==> config.mk <==
export PLATFORM = sky130hd
export DESIGN_NAME = slot_write_queue
export DESIGN_NICKNAME = d
export VERILOG_FILES = /design/src/rtl/swq_pkg.sv /design/src/rtl/swq_ctrl.sv /design/src/rtl/swq_dp.sv /design/src/rtl/slot_write_queue.sv
export SDC_FILE = /design/constraint.sdc
export NUM_CORES = 1
export LEC_CHECK = 0
export BUFFER_PORTS_ARGS = -buffer_cell sky130_fd_sc_hd__buf_2
export CORE_ASPECT_RATIO = 0.7
export CORE_UTILIZATION = 60
export DETAILED_ROUTE_END_ITERATION = 16
export HOLD_SLACK_MARGIN = 0.05
export MAX_ROUTING_LAYER = met4
export PLACE_DENSITY = 0.86
export SKIP_CTS_REPAIR_TIMING = 1
export SYNTH_ARGS = -nofsm -noshare
export SYNTH_HDL_FRONTEND = slang
export SYNTH_HIERARCHICAL = 1
export SYNTH_SLANG_ARGS = --single-unit
==> constraint.sdc <==
create_clock -name clk -period 11.4 [get_ports clk]
set_clock_uncertainty 0.15 [all_clocks]
set_input_delay 1.14 -clock clk [delete_from_list [all_inputs] [get_ports clk]]
set_output_delay 1.14 -clock clk [all_outputs]
set_load 0.005 [all_outputs]
==> src/rtl/swq_pkg.sv <==
package swq_pkg;
  typedef enum logic [1:0] {
    TGT_PATTERN = 2'd0,
    TGT_COLOR   = 2'd1,
    TGT_SCROLL  = 2'd2
  } wrTarget_t;

  localparam logic [3:0] CMD_PATTERN = 4'd1;
  localparam logic [3:0] CMD_COLOR   = 4'd3;
  localparam logic [3:0] CMD_SCROLL  = 4'd5;

  typedef struct packed {
    logic push;
    logic pop;
    logic incAddr;
    logic latchFill;
    logic setPartial;
    logic wrLow;
    logic wrByte;
  } swqStrobes_t;
endpackage

==> src/rtl/swq_ctrl.sv <==
module swq_ctrl
  import swq_pkg::*;
#(
  parameter int TW = 16
) (
  input  logic          clk,
  input  logic          rstN,
  input  logic [TW-1:0] cycleNow,
  input  logic          pushValid,
  input  logic          slotEn,
  input  logic [3:0]    cmdLow,
  input  logic          cmdDma,
  input  logic          dmaEnable,
  input  logic          dmaDone,
  input  logic          headValid,
  input  logic          full,
  input  logic [TW-1:0] headTime,
  input  logic          headPartial,
  output swqStrobes_t   strobes,
  output logic          wrEn,
  output logic [1:0]    wrTarget,
  output logic          slotUnused,
  output logic          dmaSlot,
  output logic          dmaRun
);
  logic headReady;
  logic useHead;
  logic startFill;
  logic normalUse;
  logic isPattern;
  logic isColor;
  logic isScroll;
  logic firstHalf;

  assign headReady = headValid && (headTime <= cycleNow);
  assign useHead   = slotEn && !dmaRun && headReady;
  assign startFill = useHead && dmaEnable && cmdDma;
  assign normalUse = useHead && !startFill;

  assign isPattern = (cmdLow == CMD_PATTERN);
  assign isColor   = (cmdLow == CMD_COLOR);
  assign isScroll  = (cmdLow == CMD_SCROLL);
  assign firstHalf = normalUse && isPattern && !headPartial;

  always_comb begin
    strobes            = '0;
    strobes.push       = pushValid && !full;
    strobes.latchFill  = startFill;
    strobes.setPartial = firstHalf;
    strobes.pop        = startFill || (normalUse && !firstHalf);
    strobes.incAddr    = normalUse && !firstHalf;
    strobes.wrByte     = isPattern;
    strobes.wrLow      = isPattern && headPartial;
  end

  always_comb begin
    wrTarget = TGT_PATTERN;
    if (isColor)  wrTarget = TGT_COLOR;
    if (isScroll) wrTarget = TGT_SCROLL;
  end

  assign wrEn       = normalUse && (isPattern || isColor || isScroll);
  assign slotUnused = slotEn && !dmaRun && !headReady;
  assign dmaSlot    = slotEn && dmaRun;

  always_ff @(posedge clk or negedge rstN) begin
    if (!rstN)          dmaRun <= 1'b0;
    else if (startFill) dmaRun <= 1'b1;
    else if (dmaDone)   dmaRun <= 1'b0;
  end
endmodule

==> src/rtl/swq_dp.sv <==
module swq_dp
  import swq_pkg::*;
#(
  parameter int DEPTH = 4,
  parameter int AW    = 16,
  parameter int TW    = 16
) (
  input  logic          clk,
  input  logic          rstN,
  input  swqStrobes_t   strobes,
  input  logic [15:0]   pushData,
  input  logic [TW-1:0] pushTime,
  input  logic [7:0]    autoInc,
  input  logic          addrLoad,
  input  logic [AW-1:0] addrLoadValue,
  output logic          headValid,
  output logic          full,
  output logic [TW-1:0] headTime,
  output logic          headPartial,
  output logic [AW-1:0] curAddr,
  output logic [AW-1:0] wrAddr,
  output logic [15:0]   wrData,
  output logic [15:0]   fillValue
);
  localparam int PW = (DEPTH > 1) ? $clog2(DEPTH) : 1;
  localparam int CW = $clog2(DEPTH + 1);
  localparam logic [CW-1:0] FULL_COUNT = CW'(DEPTH);
  localparam logic [PW-1:0] LAST_IDX   = PW'(DEPTH - 1);

  logic [15:0]   entryData [DEPTH];
  logic [TW-1:0] entryTime [DEPTH];
  logic [PW-1:0] headPtr;
  logic [PW-1:0] tailPtr;
  logic [CW-1:0] count;
  logic [15:0]   headData;

  for (genvar i = 0; i < DEPTH; i++) begin : gEntry
    always_ff @(posedge clk or negedge rstN) begin
      if (!rstN) begin
        entryData[i] <= '0;
        entryTime[i] <= '0;
      end else if (strobes.push && tailPtr == PW'(i)) begin
        entryData[i] <= pushData;
        entryTime[i] <= pushTime;
      end
    end
  end

  function automatic logic [PW-1:0] nextPtr(input logic [PW-1:0] p);
    return (p == LAST_IDX) ? '0 : p + 1'b1;
  endfunction

  always_ff @(posedge clk or negedge rstN) begin
    if (!rstN) begin
      headPtr     <= '0;
      tailPtr     <= '0;
      count       <= '0;
      headPartial <= 1'b0;
    end else begin
      if (strobes.push) tailPtr <= nextPtr(tailPtr);
      if (strobes.pop)  headPtr <= nextPtr(headPtr);
      case ({strobes.push, strobes.pop})
        2'b10:   count <= count + 1'b1;
        2'b01:   count <= count - 1'b1;
        default: count <= count;
      endcase
      if (strobes.pop)             headPartial <= 1'b0;
      else if (strobes.setPartial) headPartial <= 1'b1;
    end
  end

  always_ff @(posedge clk or negedge rstN) begin
    if (!rstN)                  curAddr <= '0;
    else if (addrLoad)          curAddr <= addrLoadValue;
    else if (strobes.incAddr)   curAddr <= curAddr + AW'(autoInc);
  end

  always_ff @(posedge clk or negedge rstN) begin
    if (!rstN)                  fillValue <= '0;
    else if (strobes.latchFill) fillValue <= headData;
  end

  assign headData  = entryData[headPtr];
  assign headTime  = entryTime[headPtr];
  assign headValid = (count != '0);
  assign full      = (count == FULL_COUNT);

  assign wrAddr = strobes.wrLow ? (curAddr ^ AW'(1)) : curAddr;

  always_comb begin
    if (!strobes.wrByte)    wrData = headData;
    else if (strobes.wrLow) wrData = {8'h00, headData[7:0]};
    else                    wrData = {8'h00, headData[15:8]};
  end
endmodule

==> src/rtl/slot_write_queue.sv <==
module slot_write_queue
  import swq_pkg::*;
#(
  parameter int DEPTH = 4,
  parameter int AW    = 16,
  parameter int TW    = 16
) (
  input  logic          clk,
  input  logic          rstN,
  input  logic [TW-1:0] cycleNow,
  input  logic          pushValid,
  input  logic [15:0]   pushData,
  input  logic [TW-1:0] pushTime,
  output logic          pushReady,
  input  logic          slotEn,
  input  logic [3:0]    cmdLow,
  input  logic          cmdDma,
  input  logic          dmaEnable,
  input  logic          dmaDone,
  input  logic [7:0]    autoInc,
  input  logic          addrLoad,
  input  logic [AW-1:0] addrLoadValue,
  output logic [AW-1:0] curAddr,
  output logic          wrEn,
  output logic [1:0]    wrTarget,
  output logic          wrByte,
  output logic [AW-1:0] wrAddr,
  output logic [15:0]   wrData,
  output logic          slotUnused,
  output logic          dmaSlot,
  output logic          dmaRun,
  output logic [15:0]   fillValue,
  output logic [15:0]   statusWord
);
  swqStrobes_t   strobes;
  logic          headValid;
  logic          full;
  logic [TW-1:0] headTime;
  logic          headPartial;

  swq_ctrl #(.TW(TW)) uCtrl (
    .clk(clk), .rstN(rstN), .cycleNow(cycleNow), .pushValid(pushValid),
    .slotEn(slotEn), .cmdLow(cmdLow), .cmdDma(cmdDma), .dmaEnable(dmaEnable),
    .dmaDone(dmaDone), .headValid(headValid), .full(full), .headTime(headTime),
    .headPartial(headPartial), .strobes(strobes), .wrEn(wrEn),
    .wrTarget(wrTarget), .slotUnused(slotUnused), .dmaSlot(dmaSlot),
    .dmaRun(dmaRun)
  );

  swq_dp #(.DEPTH(DEPTH), .AW(AW), .TW(TW)) uDp (
    .clk(clk), .rstN(rstN), .strobes(strobes), .pushData(pushData),
    .pushTime(pushTime), .autoInc(autoInc), .addrLoad(addrLoad),
    .addrLoadValue(addrLoadValue), .headValid(headValid), .full(full),
    .headTime(headTime), .headPartial(headPartial), .curAddr(curAddr),
    .wrAddr(wrAddr), .wrData(wrData), .fillValue(fillValue)
  );

  assign pushReady  = !full;
  assign wrByte     = strobes.wrByte;
  assign statusWord = {7'b0, full, 8'b0};
endmodule

==> qor.txt <==
Reg-to-Reg Start: uDp/headPtr[1]
Hold_ws: 0.3523 ns
Synth Area in Adders: 4.763%
R2R depth: 12
Grt ovf: 0
Root Buffer: clkbuf_16
Async set-reset flop share out of synthesis: 100.0%
Area Overhead vs Synth: 15.29%
Worst vdd ir: 0.1296 mV
Crit. End Element: register
Synthesis Warnings: 6
Worst EP required: 11.59 ns
DIE AREA: 15030 um^2
Drt initial violations: 275
Cell Area, Synth: 8722 um^2
Setup TNS: 0 ns
Reg2Reg Setup Slack: 6.21 ns
Port Buffers: 156
Initial antenna violation count: 1
Synth Area in Compound Gates: 4.820%
# setup viols final: 0
Post-DP HPWL: 13510 um
Max-cap viol count: 0
Via-to-Cell Ratio: 5.874
First-pass GRT wire length: 31240 um
CTS clk-pin slew, worst paths: 0.07 ns
Util after Layout: 71.55%
Layout net count: 910
Hold Path Depth: 1
Seq cells post-synth: 169
Fin crit share: 45.54%
GRT Util Overall: 28.13%
Clock Path Buffers: 2
Pwr/cell area: 290.7 nW/um^2
XOR/XNOR share of the synthesized area: 0.8033%
Outcome: finished, final reports clean
CTS tree: built
Largest net degree at the start of global routing: 87
Clock Latency Late Sink: 0.42 ns
Via Count: 5862
Layout cells sized above 1: 48.45%
Vias in the first global route: 6081
Crit-path max FO: 18
Synth cell types: 55
Pre-antenna DRT Iters: 5
Worst Max-Slew Pin Slew: 1.089 ns
Die W: 146.1 um
Site row count: 36
Hold Violations, Final: 0
Syn Inst Count: 660
Mux contribution to synthesized area: 28.73%
Hold EP: uDp/count[2]
Crit path time final: 5.191 ns
Average size of a mapped cell: 13.22 um^2
FMAX: 192.6 MHz
H-tree depth: 4
Worst r2r dst: uDp/curAddr[14]
Pleak: 4.657 nW
Setup ws final: 6.209 ns
Routed WL per cell: 19.90 um
Critical Path AT: 5.39 ns
DRC errors left: 0
Routability Congestion: 0.8866
TritonCTS Buffers: 17
Post-Place Worst Slack: 6.253 ns
Number of synthesized flops with an enable pin: 0
Total wire length: 19860 um
Ys flop type: dfrtp_1
Largest family of logic cells by synthesized area: multiplexers
Worst rel slew slack: 27.11%
Critical path type: register to register
Die Y: 102.9 um
Register area share after synthesis: 48.49%
Unrepaired setup endpoints after global routing: no
Synth Area in Simple Gates: 6.728%
Worst Min Path Start: uDp/count[2]
Slew Viols, Final: 0
Worst hold path class: register to register
Starting Density: 62.06%
Worst setup SP type: register
Boundary Pins: 172
Core Area: 14050 um^2
DRT antenna net count: 0
Num Clock Sinks: 169
[per-stage QoR]
step           area (um^2)  power, mW  instances
6_report             10060      2.923        998
5_1_grt              10060      3.098        998
4_1_cts              10050      2.930        997
3_5_place_dp          9483      2.353        965
3_3_place_gp          9483      2.257        965
2_1_floorplan         8775      1.972        674
[report_power, final]
part	total (mW)	switching, mW	internal (mW)
clock network	0.552	0.238	0.314
registers	1.09	0.192	0.893
logic	1.29	0.568	0.718
[final cells by class]
type	count	area [um^2]
Tap cell	190	237.7
Clock inverter	13	117.6
Antenna cell	1	2.502
Inverter	28	105.1
Fill cell	944	3998
Timing Repair Buffer	165	854.6
Clock buffer	19	452.9
Multi-Input combinational cell	413	4055
Sequential cell	169	4230
[cells by family after synthesis]
logic type	Yosys count
buf+inv	92
fa+ha+maj	32
flops	169
compound gates	62
mux	191
xor+xnor	8
simple gates	105
other cells	1
[synth_stat cells (2+ instances only)]
| cell | number | area [um^2] |
|---|---|---|
| a2111o_1 | 4 | 45.04 |
| a2111oi_0 | 2 | 17.52 |
| a21o_1 | 4 | 30.03 |
| a21oi_1 | 14 | 70.07 |
| a22oi_1 | 4 | 30.03 |
| a31oi_1 | 3 | 18.77 |
| and2_1 | 4 | 25.02 |
| and3_1 | 2 | 12.51 |
| buf_1 | 15 | 56.30 |
| buf_2 | 5 | 25.02 |
| buf_4 | 35 | 262.8 |
| clkbuf_1 | 8 | 30.03 |
| dfrtp_1 | 169 | 4229 |
| fa_1 | 2 | 40.04 |
| ha_1 | 30 | 375.4 |
| inv_1 | 28 | 105.1 |
| mux2_2 | 155 | 1745 |
| mux2i_1 | 4 | 40.04 |
| mux4_2 | 32 | 720.7 |
| nand2_1 | 25 | 93.84 |
| nand2b_1 | 6 | 37.54 |
| nand3_1 | 12 | 60.06 |
| nand4_1 | 4 | 25.02 |
| nor2_1 | 15 | 56.30 |
| nor2b_1 | 14 | 87.58 |
| nor3_1 | 2 | 10.01 |
| nor3b_1 | 5 | 37.54 |
| o211ai_1 | 2 | 15.01 |
| o21a_1 | 2 | 15.01 |
| o21ai_0 | 15 | 75.07 |
| o21ai_1 | 2 | 10.01 |
| or3_1 | 7 | 43.79 |
| xnor2_1 | 5 | 43.79 |
| xor2_1 | 3 | 26.28 |
[cell usage in the layout, fill, tap and decap left out, types with 15 or more instances in the layout]
cell type	n
buf_2	155
clkbuf_16	17
conb_1	15
dfrtp_1	168
ha_1	30
inv_1	28
mux2_2	155
mux4_2	32
nand2_1	25
nor2_1	15
o21ai_0	15
[critical path, cell delays in order (launching register included)]
cell	delay, ns
dfrtp_1	0.89
buf_4	0.41
mux4_2	0.36
ha_1	0.34
nand4_2	0.17
nor4_2	0.36
and3_2	0.26
a31oi_4	0.06
nor2_1	0.87
o21ai_0	0.19
or3b_1	0.49
or3_1	0.35
a31oi_1	0.19
[layer usage]
layer	part of all wire [%]	routed length [um]	track usage, %	up-vias
li1	-	-	-	2629
met1	43	8555	35.79	2988
met2	50	10000	46.12	225
met3	5.7	1141	6.460	20
met4	0.82	162	7.612	0
met5	0	0	-	-
[registers in the layout, summed over array words and instances, names as in the netlist]
register,flops
uDp/tailPtr,2
uCtrl/dmaRun,1
uDp/fillValue,16
uDp/entryData,64
uDp/curAddr,16
uDp/count,3
uDp/headPtr,2
uDp/headPartial,1
uDp/entryTime,64
[how the worst max path moves through the flow]
stage                         startpoint         endpoint  slack, ns  cells past startpoint
after floorplan           uDp/headPtr[0]     uDp/count[2]       7.00                     16
after global placement    uDp/headPtr[0]  uDp/curAddr[10]       6.49                     12
after detailed placement  uDp/headPtr[0]  uDp/curAddr[14]       6.25                     12
after CTS                 uDp/headPtr[0]  uDp/curAddr[14]       6.18                     12
after global routing      uDp/headPtr[0]  uDp/curAddr[14]       5.91                     12
final                     uDp/headPtr[1]  uDp/curAddr[14]       6.21                     12
Power figures use the tool's default switching activity.
